===== src/rtl/wdg_pkg.sv =====
package wdg_pkg;
    localparam int REG_W = 16;
    localparam int TMO_W = 8;
    localparam logic [REG_W-1:0] KEY_ARM  = 16'h5555;
    localparam logic [REG_W-1:0] KEY_FIRE = 16'hAAAA;

    typedef enum logic {
        SEL_CTRL = 1'b0,
        SEL_SVC  = 1'b1
    } reg_sel_e;

    typedef struct packed {
        logic [TMO_W-1:0] tmo;
        logic [2:0]       rsvd;
        logic             ext_off_n;
        logic             int_off_n;
        logic             lp_susp;
        logic             dbg_susp;
        logic             arm;
    } ctrl_t;

    localparam ctrl_t CTRL_RST = '{tmo: '0, rsvd: '0, ext_off_n: 1'b1,
                                   int_off_n: 1'b1, lp_susp: 1'b0,
                                   dbg_susp: 1'b0, arm: 1'b0};

    function automatic ctrl_t ctrl_merge(ctrl_t cur, logic [REG_W-1:0] d);
        ctrl_t n;
        n.tmo       = d[15:8];
        n.rsvd      = '0;
        n.ext_off_n = d[4];
        n.int_off_n = d[3];
        n.lp_susp   = d[2];
        n.dbg_susp  = d[1];
        n.arm       = cur.arm | d[0];
        return n;
    endfunction
endpackage


===== src/rtl/wdg_ctrl_reg.sv =====
module wdg_ctrl_reg
    import wdg_pkg::*;
(
    input  logic             clk,
    input  logic             rst,
    input  logic             wr,
    input  logic [REG_W-1:0] wdata,
    output ctrl_t            ctrl_q,
    output logic             arm_rise
);
    assign arm_rise = wr && !ctrl_q.arm && wdata[0];

    always_ff @(posedge clk) begin
        if (rst)     ctrl_q <= CTRL_RST;
        else if (wr) ctrl_q <= ctrl_merge(ctrl_q, wdata);
    end

    a_r3_arm_sticky: assert property (@(posedge clk) disable iff (rst)
        ctrl_q.arm |=> ctrl_q.arm);
endmodule


===== src/rtl/wdg_key_seq.sv =====
module wdg_key_seq
    import wdg_pkg::*;
(
    input  logic             clk,
    input  logic             rst,
    input  logic             wr,
    input  logic [REG_W-1:0] wdata,
    output logic             reload
);
    logic armed_q;

    assign reload = wr && armed_q && (wdata == KEY_FIRE);

    always_ff @(posedge clk) begin
        if (rst)     armed_q <= 1'b0;
        else if (wr) armed_q <= (wdata == KEY_ARM);
    end

    // a completed pair consumes the arming
    a_r6_pair_consumed: assert property (@(posedge clk) disable iff (rst)
        reload |=> !armed_q);
endmodule


===== src/rtl/wdg_countdown.sv =====
module wdg_countdown #(
    parameter int TMO_W     = 8,
    parameter int PULSE_LEN = 16
) (
    input  logic             clk,
    input  logic             rst,
    input  logic             tick,
    input  logic             run,
    input  logic             load,
    input  logic [TMO_W-1:0] load_val,
    output logic             fire,
    output logic             pulse_on,
    output logic             flag
);
    localparam int PW = $clog2(PULSE_LEN + 1);

    logic [TMO_W-1:0] cnt_q;
    logic [PW-1:0]    pcnt_q;
    logic             step;

    assign step     = tick && run && !load;
    assign fire     = step && (cnt_q == '0);
    assign pulse_on = (pcnt_q != '0);

    always_ff @(posedge clk) begin
        if (rst) begin
            cnt_q  <= '0;
            pcnt_q <= '0;
            flag   <= 1'b0;
        end else begin
            if (load)      cnt_q <= load_val;
            else if (fire) cnt_q <= load_val;
            else if (step) cnt_q <= cnt_q - 1'b1;

            if (fire)          pcnt_q <= PW'(PULSE_LEN);
            else if (pulse_on) pcnt_q <= pcnt_q - 1'b1;

            if (fire) flag <= 1'b1;
        end
    end

    always_comb begin
        a_r12_pulse_bound: assert (rst || pcnt_q <= PW'(PULSE_LEN));
    end

    a_r10_hold_when_idle: assert property (@(posedge clk) disable iff (rst)
        (!load && !(tick && run)) |=> $stable(cnt_q));

    a_r12_flag_sticky: assert property (@(posedge clk) disable iff (rst)
        flag |=> flag);
endmodule


===== src/rtl/wdg_timer.sv =====
module wdg_timer
    import wdg_pkg::*;
#(
    parameter int PULSE_LEN = 16
) (
    input  logic        clk,
    input  logic        rst,
    input  logic        reg_wr,
    input  logic        reg_sel,
    input  logic [15:0] reg_wdata,
    output logic [15:0] reg_rdata,
    input  logic        tick_2hz,
    input  logic        dbg_halt,
    input  logic        lp_mode,
    output logic        sys_rst_req,
    output logic        ext_rst_n,
    output logic        tmo_flag
);
    ctrl_t            ctrl_q;
    logic             arm_rise, key_reload, fire, pulse_on, run, ctrl_wr, svc_wr;
    logic [TMO_W-1:0] load_val;

    assign ctrl_wr = reg_wr && (reg_sel == SEL_CTRL);
    assign svc_wr  = reg_wr && (reg_sel == SEL_SVC);

    wdg_ctrl_reg u_ctrl (
        .clk(clk), .rst(rst), .wr(ctrl_wr), .wdata(reg_wdata),
        .ctrl_q(ctrl_q), .arm_rise(arm_rise)
    );

    wdg_key_seq u_key (
        .clk(clk), .rst(rst), .wr(svc_wr), .wdata(reg_wdata),
        .reload(key_reload)
    );

    assign run = ctrl_q.arm
               && !(ctrl_q.dbg_susp && dbg_halt)
               && !(ctrl_q.lp_susp  && lp_mode);

    // arming takes the field being written, everything else the stored field
    assign load_val = arm_rise ? reg_wdata[15:8] : ctrl_q.tmo;

    wdg_countdown #(.TMO_W(TMO_W), .PULSE_LEN(PULSE_LEN)) u_cnt (
        .clk(clk), .rst(rst), .tick(tick_2hz), .run(run),
        .load(arm_rise || key_reload), .load_val(load_val),
        .fire(fire), .pulse_on(pulse_on), .flag(tmo_flag)
    );

    assign sys_rst_req = !ctrl_q.int_off_n || pulse_on;
    assign ext_rst_n   = ctrl_q.ext_off_n && !pulse_on;
    assign reg_rdata   = (reg_sel == SEL_SVC) ? '0 : ctrl_q;

    a_r12_fire_outputs: assert property (@(posedge clk) disable iff (rst)
        fire |=> (sys_rst_req && !ext_rst_n && tmo_flag));
endmodule


===== config.mk =====
export PLATFORM = sky130hd
export DESIGN_NAME = wdg_timer
export DESIGN_NICKNAME = d
export VERILOG_FILES = /design/src/rtl/wdg_pkg.sv /design/src/rtl/wdg_ctrl_reg.sv /design/src/rtl/wdg_key_seq.sv /design/src/rtl/wdg_countdown.sv /design/src/rtl/wdg_timer.sv
export SDC_FILE = /design/constraint.sdc
export NUM_CORES = 1
export LEC_CHECK = 0
export ABC_CLOCK_PERIOD_IN_PS = 3100
export BUFFER_PORTS_ARGS = -buffer_cell sky130_fd_sc_hd__buf_2
export CAP_MARGIN = 25
export CORE_AREA = 4 4 80 82
export CTS_CLUSTER_DIAMETER = 100
export DETAILED_ROUTE_END_ITERATION = 10
export DIE_AREA = 0 0 84 86
export HOLD_SLACK_MARGIN = 0.05
export PLACE_DENSITY_LB_ADDON = 0.08
export SETUP_SLACK_MARGIN = 0.3
export SLEW_MARGIN = 20
export SYNTH_ARGS = -nofsm -noshare
export SYNTH_HDL_FRONTEND = slang
export SYNTH_SLANG_ARGS = --single-unit

===== constraint.sdc =====
create_clock -name clk -period 3.1 [get_ports clk]
set_input_delay 0.465 -clock clk [delete_from_list [all_inputs] [get_ports clk]]
set_output_delay 0.465 -clock clk [all_outputs]
set_load 0.01 [all_outputs]

==> results of run 1 <==
## synth_stat cells, drive strengths merged (2+ instances only)
library cell   n  area [sq um]
clkbuf         6          32.5
a21oi         20           100
o32ai          2          17.5
a22oi          2          15.0
buf            4          33.8
xnor2          3          26.3
dfxtp         28           561
o31ai          2          15.0
nand3          5          25.0
nor2b         14          87.6
nor2          14          52.6
nand2b         3          18.8
nor4bb         9          90.1
nand4          3          18.8
inv            7          26.3
mux2i          7          70.1
or4            4          35.0
nand2         36           135
nor3           8          40.0
o21ai          4          20.0
ha             2          25.0
## cell families after synthesis
group | count (synthesis) | synth area share, %
adder cells (fa/ha/maj) | 2 | 1.52
flip-flops | 28 | 34.0
AO/OA/AOI/OAI | 42 | 16.5
other | 1 | 0.227
XOR/XNOR | 4 | 2.12
buffers and inverters | 18 | 6.37
AND/OR/NAND/NOR | 104 | 34.4
multiplexers | 8 | 4.93
## state kept, by name (all words and copies together), names as in the netlist
name           flops
u_ctrl.ctrl_q     13
u_key.armed_q      1
u_cnt.pcnt_q       5
u_cnt.cnt_q        8
u_cnt.flag         1
## power by group through the flow
stage / clock network, mW / logic (mW) / registers, mW
finish: 0.297 / 0.351 / 0.436
detailed placement: 0 / 0.354 / 0.445
global placement: 0 / 0.353 / 0.446
CTS: 0.309 / 0.356 / 0.437
global route: 0.320 / 0.407 / 0.443
floorplan: 0 / 0.252 / 0.435
## cell type report
cell class / count / area [sq um]
Clock buffer: 3 / 41.3
Sequential cell: 28 / 561
Tap cell: 75 / 93.8
Timing Repair Buffer: 41 / 213
Fill cell: 662 / 3780
Multi-Input combinational cell: 163 / 998
Clock inverter: 1 / 30.0
Inverter: 7 / 26.3
## path summary, 6_finish.rpt
kind / start / to / depth (start not counted)
min reg2reg: u_ctrl.ctrl_q[9] / u_ctrl.ctrl_q[9] / 2
max reg2reg: u_cnt.cnt_q[4] / u_cnt.cnt_q[7] / 5
max: u_cnt.cnt_q[4] / u_cnt.cnt_q[7] / 5
min: reg_wdata[3] / u_ctrl.ctrl_q[3] / 3
## layer usage
metal	part of all wire [%]	wire length, um	GRT usage, %	up-vias
li1	-	-	-	804
met1	50	2360	18.9	738
met2	45	2140	21.5	38
met3	3.8	177	1.92	4
met4	0.81	38	3.51	0
met5	0	0	0	-
## per-stage QoR
| step | utilization [%] | area, sq um | hold WS, ns | std cells | setup slack [ns] |
|---|---|---|---|---|---|
| final | 34.2 | 1960 | 0.439 | 318 | 0.857 |
| after floorplan | - | 1660 | 0.442 | 209 | 1.00 |
| after CTS | 34.2 | 1960 | 0.437 | 318 | 0.860 |
| after detailed placement | 32.9 | 1890 | 0.462 | 314 | 0.787 |
| after global routing | 34.2 | 1960 | 0.450 | 318 | 0.778 |
| after global placement | 32.9 | 1890 | 0.461 | 314 | 0.815 |
## worst max-delay path: stages (launching register included)
cell     delay (ns)
dfxtp_1        0.36
or4_4          0.58
or4_1          0.43
or4_1          0.42
a211o_1        0.32
o31ai_1        0.06
==> results.md, run 1 <==
* WS Path Type: reg -> reg
* Status: finished, final reports clean
* Final setup violation count at 0
* Post-DP HPWL at 3550 um
* Final Hold Fails at 0
* Synth warnings at 0
* Clk_skew at 0.00424 ns
* Layout net count at 269
* Clock Path Buffers at 2
* Max-Cap Viols at 0
* Final GP Congestion at 0.832
* FF+latch count, synth at 28
* Die height at 86 um
* Per-cell routed wire length at 14.8 um
* Initial antenna violation count at 0
* First-pass GRT wire length at about 7800 um
* Seq/Total Area, Yosys at about a third
* Worst min path class: in -> reg
* Final Slew Violations at 0
* DR iter-0 viols at 108
* CTS tree: built
* Hold_buf cts at 0
* Post-CTS Repair Setup Buffers at 0
* Most common cell after layout, fill and taps aside: buf_2
* Net Sw Frac at 31.6%
* Total iterations of the first detailed-routing run at 4
* Gate power share at 32.3%
* Commonest register cell after synthesis: dfxtp_1
* Vias in the first global route at approximately 1500
* RSZ-0062 raised after global routing: false
* Layout cells sized above 1 at 21.8%
* P&R area growth vs syn at 19.0%
* Worst-Skew Late Latency at 0.28 ns
* Switch Pwr at approximately 0.34 mW
* Power Internal at ~0.74 mW
* Worst VDD drop at between 0.00015 and 0.0002 V
* Clock share of power at between 20% and 30%
* Crit end category: flip-flop
* Ant diodes at 0
* Syn Inst Count at about 210
* Commonest cells after routing, fill and taps aside: buf_2 (38), nand2_1 (36), dfxtp_1 (28)
* Max Freq at 0.446 GHz
* TNS Setup at 0 ns
* Via density at between 4 and 5
* DRC at 0
* R2R Setup Slk at ~0.86 ns
* Startpoint types: flip-flop
* Leak pwr at 0.813 nW
* Slew @ Worst Pin at roughly 0.90 ns
* Final period utilization at 72.3%
* Largest net degree at the start of global routing at 27
* Vias at 1584
* Max FO, Critical Path at 5
* Async SR Flop Fraction at 0%
* CTS H-tree lvls at 1
* Post-route ant nets at 0
* Worst EP required at about 3.3 ns
* Mean Syn Cell Area at 7.97 sq um
* Die ar. at 7220 sq um
* CTS Buf Count at 3
* Starting density of the core at approximately 29%
* Clock-pin slew on the worst setup and hold paths at about 0.10 ns
* Routed WL at 4720 um
* Post-route minimum period at roughly 2.2 ns
* Total core area at 5750 sq um
* GRT Overall Usage at roughly 13%
* Power per standard cell area at 552 nW/um^2
* Post-Syn Area at 1650 sq um
* Io pins at 42
* Pwr Total at 1.08 mW
* Sequential power share at around two fifths
* Post-CTS resize count at 0
* Grt total ovfl at 0
* # rows at 28
* Buffers on Ports at 38
* Post-synth EDFFs at 0
* Die width at 84 um
* CTS sink cnt at 28
* Root Driver: clkbuf_8
* CP arrival at 2.44 ns
* Synth unique cells at 49
* Worst rel slew slack at 39.8%
Power figures use the tool's default switching activity.
==> run 2, diff against run 1 <==
- ABC_CLOCK_PERIOD_IN_PS: 3100 -> 1800
- clock period: 3.1 -> 1.8 ns (I/O delays scaled with it)
==> results.md, run 2 (synthesized netlist as in run 1, its figures left out) <==
* First-pass GRT wire length at 8140 um
* DRC at 0
* Final setup violation count at 9
* Die width at 84 um
* DR iter-0 viols at 60
* # rows at 28
* Status: complete, but fails checks
* Final GP Congestion at 0.815
* Final Slew Violations at 0
* CTS H-tree lvls at 1
* Clock-pin slew on the worst setup and hold paths at ~0.11 ns
* Max Freq at 0.482 GHz
* Max FO, Critical Path at 4
* Final period utilization at 115%
* Power per standard cell area at 937 nW/um^2
* Worst VDD drop at 0.000614 V
* Die height at 86 um
* CTS tree: built
* P&R area growth vs syn at 41.2%
* Root Driver: clkbuf_8
* Final core occ at 40.6%
* Worst-Skew Late Latency at 0.28 ns
* Crit end category: flip-flop
* Crit path launch: u_cnt.cnt_q[5]
* CTS Buf Count at 3
* Clk_skew at 0.00757 ns
* Worst min path class: in -> reg
* Layout net count at 305
* Post-DP HPWL at between 3000 and 4000 um
* GRT Overall Usage at between 10% and 20%
* Grt total ovfl at 0
* Post-route minimum period at about 2.1 ns
* Leak pwr at slightly above 1 nW
* Slew @ Worst Pin at 0.522 ns
* Total iterations of the first detailed-routing run at 4
* Max-Cap Viols at 0
* Vias in the first global route at between 1500 and 2000
* CP arrival at 2.27 ns
* Origin of the critical flop-to-flop path: u_cnt.cnt_q[5]
* Post-route ant nets at 0
* Top reg by flops: u_ctrl.ctrl_q
* Failing checks: setup timing
* Per-cell routed wire length at around 15 um
* Starting density of the core at 28.7%
* Buffers on Ports at 38
* Final Hold Slack at 0.249 ns
* RSZ-0062 raised after global routing: true
* TNS Setup at -0.702 ns
* Commonest cells after routing, fill and taps aside: buf_2 (38), buf_4 (37), nand2_1 (36)
* Final Hold Fails at 0
* Final WS setup at -0.273 ns
* Total core area at 5750 sq um
* Die ar. at 7220 sq um
* Largest regs: u_ctrl.ctrl_q x13, u_cnt.cnt_q x8, u_cnt.pcnt_q x5
* Layout cells sized above 1 at 36.2%
* Routed WL at between 5000 and 6000 um
* Largest register FFs at 13
* Initial antenna violation count at 0
* Clock Path Buffers at 2
* Most common cell after layout, fill and taps aside: buf_2
* Io pins at 42
* Largest net degree at the start of global routing at 21
* HP Start: reg_wdata[15]
* Startpoint types: flip-flop
* Ant diodes at 0
* Via density at 4.85
* CTS sink cnt at 28
* Vias at 1717
* WS Path Type: reg -> reg
* Worst EP required at 2.00 ns
* Worst rel slew slack at 65.2%
## run 2: changes by cell type in the layout (fill, tap and decap cells not counted), moves of 2 or more
| cell | change |
|---|---|
| inv_2 | +2 |
| dfxtp_2 | +3 |
| dfxtp_1 | -3 |
| buf_4 | +34 |
| inv_1 | -2 |
## run 2: report_power, final
| part | internal (mW) | switching (mW) |
|---|---|---|
| Clock | 0.298 | 0.220 |
| Sequential | 0.695 | 0.0695 |
| Combinational | 0.503 | 0.399 |
| Total | 1.50 | 0.689 |
## run 2: layout make-up
cell class	instances	area [sq um]
Fill cell	635	3410
Multi-Input combinational cell	163	1080
Sequential cell	28	564
Timing Repair Buffer	77	499
Tap cell	75	93.8
Clock buffer	3	41.3
Clock inverter	1	30.0
Inverter	7	26.3
## run 2: worst max-delay path, cell delays in order, from the launching register on
cell and delay, ns:
dfxtp_2 0.33, or4_4 0.52, buf_4 0.18, or4_2 0.55, a21oi_2 0.14, a22oi_1 0.09, o31ai_1 0.18
## run 2: metrics by stage
stage	setup slack, ns	instances	area [sq um]	power, mW
floorplan	-0.278	209	1680	1.22
global placement	-0.273	343	2140	1.47
detailed placement	-0.287	343	2140	1.47
CTS	-0.297	352	2310	2.12
global route	-0.328	354	2330	2.33
finish	-0.273	354	2330	2.18
## run 2: per-layer routing
layer | up-vias | global-route usage [%] | wire length [um] | share of wire (%)
li1 | 873 | - | - | -
met1 | 797 | 18.1 | 2390 | 47
met2 | 45 | 23.6 | 2490 | 49
met3 | 2 | 2.69 | 223 | 4.3
met4 | 0 | 3.51 | 29 | 0.56
met5 | - | 0 | 0 | 0
## run 2: worst paths after layout
kind	slack [ns]	cells past startpoint	to
worst min register to register	0.48	2	u_ctrl.ctrl_q[12]
worst max register to register	-0.27	6	u_cnt.cnt_q[5]
worst max-delay path	-0.27	6	u_cnt.cnt_q[5]
worst min-delay path	0.25	3	u_ctrl.ctrl_q[15]
## run 2: what timing repair did
item,4_1_cts,5_1_grt
buffers inserted,5,2
gates resized for setup,13,3
setup endpoints to repair,16,16
pin swaps,4,4
hold buffers,0,0
==> run 3, diff against run 2 <==
- CELL_PAD_IN_SITES_DETAIL_PLACEMENT: not set -> 1
- CELL_PAD_IN_SITES_GLOBAL_PLACEMENT: not set -> 2
- CORE_AREA: 4 4 80 82 -> 4 4 84 86
- DIE_AREA: 0 0 84 86 -> 0 0 88 90
==> results.md, run 3 (synthesized netlist as in run 1, its figures left out) <==
* Status: complete, but fails checks
* Failing checks: setup timing
* Post-route minimum period at 2.09 ns
* Final core occ at 38.3%
* CP arrival at about 2.3 ns
* CTS tree: built
* Crit-path slowest cell: or4_4
* CTS H-tree lvls at 1
* R2R Setup Slk at -0.29 ns
* CTS Buf Count at 3
* CTS sink cnt at 28
* Post-DP HPWL at 4400 um
* Largest register FFs at 13
* Layout cells sized above 1 at 40.9%
* Via density at 4.81
* Top reg by flops: u_ctrl.ctrl_q
* Worst min path class: in -> reg
* Commonest cells after routing, fill and taps aside: buf_4 (45), buf_2 (38), nand2_1 (36)
* DR iter-0 viols at 57
* Ant diodes at 0
* Die width at 88 um
* Final period utilization at 116%
* Leak pwr at 1.06 nW
* Clk_skew at 0.00342 ns
* DP Area at ~2200 sq um
* Initial antenna violation count at 0
* Max stage delay on crit path at around 0.52 ns
* Final Slew Violations at 0
* Post-route ant nets at 0
* Clock-pin slew on the worst setup and hold paths at 0.10 ns
* First-pass GRT wire length at ~9300 um
* Io pins at 42
* Max Freq at 0.478 GHz
* Final WS setup at -0.291 ns
* Final Hold Slack at 0.241 ns
* Total iterations of the first detailed-routing run at 4
* WS Path Type: reg -> reg
* Worst path most repeated cell: or4_4
* Routed WL at 5650 um
* Final GP Congestion at 0.758
* DP Worst Slack at -0.301 ns
* Startpoint types: flip-flop
* Max-Cap Viols at 0
* Vias at 1745
* Buffers on Ports at 38
* Slew @ Worst Pin at 0.523 ns
* Per-cell routed wire length at approximately 16 um
* Power per standard cell area at 923 nW/um^2
* Starting density of the core at about a quarter
* Final instance area at 2400 sq um
* Pwr Total at 2.22 mW
* Largest net degree at the start of global routing at 21
* Grt total ovfl at 0
* # rows at 29
* Max FO, Critical Path at 2
* Clock Path Buffers at 2
* Most common cell after layout, fill and taps aside: buf_4
* Final setup violation count at 9
* Worst-Skew Late Latency at approximately 0.28 ns
* DRC at 0
* GRT Overall Usage at 14.7%
* Root Driver: clkbuf_8
* Worst EP required at 2.00 ns
* Final Hold Fails at 0
* Worst rel slew slack at 65.1%
* CP Cell Sequence: or4_4, or4_4, or4_1, a211o_1, o31ai_1
* Total core area at 6280 sq um
* Worst VDD drop at a little under 0.0007 V
* P&R area growth vs syn at 45.5%
* Die ar. at roughly 8000 sq um
* Largest regs: u_ctrl.ctrl_q x13, u_cnt.cnt_q x8, u_cnt.pcnt_q x5
* RSZ-0062 raised after global routing: true
* Vias in the first global route at 1879
* Die height at 90 um
* Crit end category: flip-flop
* Layout net count at approximately 310
-- run 3: timing repair --
action | in CTS | in global routing
pin swaps | 8 | 5
endpoints found under the setup margin | 16 | 16
buffers inserted | 8 | 3
gates cloned | 0 | 0
hold buffers | 0 | 0
gates resized for setup | 21 | 4
endpoints found under the hold margin | 0 | 0
-- run 3: per-stage QoR --
step,setup TNS [ns],cells
2_1_floorplan,-0.373,209
5_1_grt,-1.68,363
4_1_cts,-0.740,360
6_report,-0.790,363
3_3_place_gp,-0.895,348
3_5_place_dp,-1.07,348
-- run 3: layout make-up --
class                           count  area [sq um]
Clock buffer                        3          41.3
Clock inverter                      1          30.0
Fill cell                         778          3880
Inverter                            7          26.3
Multi-Input combinational cell    163          1090
Sequential cell                    28           567
Tap cell                           77          96.3
Timing Repair Buffer               84           548
-- run 3: report_power, final --
group	switching (mW)	total, mW	internal (mW)
Clock	0.220	0.518	0.298
Combinational	0.423	0.939	0.516
Sequential	0.0654	0.761	0.695
-- run 3: final timing paths --
check | startpoint | depth (start not counted) | to
min reg2reg | u_ctrl.ctrl_q[12] | 2 | u_ctrl.ctrl_q[12]
max | u_cnt.cnt_q[5] | 5 | u_cnt.cnt_q[7]
max reg2reg | u_cnt.cnt_q[5] | 5 | u_cnt.cnt_q[7]
min | rst | 2 | u_cnt.cnt_q[0]
-- run 3: critical path, delay by kind of cell (launching register included) --
kind	cells	cell delay (ns)
AOI/OAI and AO/OA	2	0.33
and+or+nand+nor	3	1.35
DFF	1	0.33
-- run 3: routing by layer --
layer  track usage (%)  up-vias  wire length, um
met4              1.92        0               25
met2              24.8       26             2780
met5                 0        -                0
met1              19.9      825             2670
li1                  -      892                -
met3              2.47        2              174
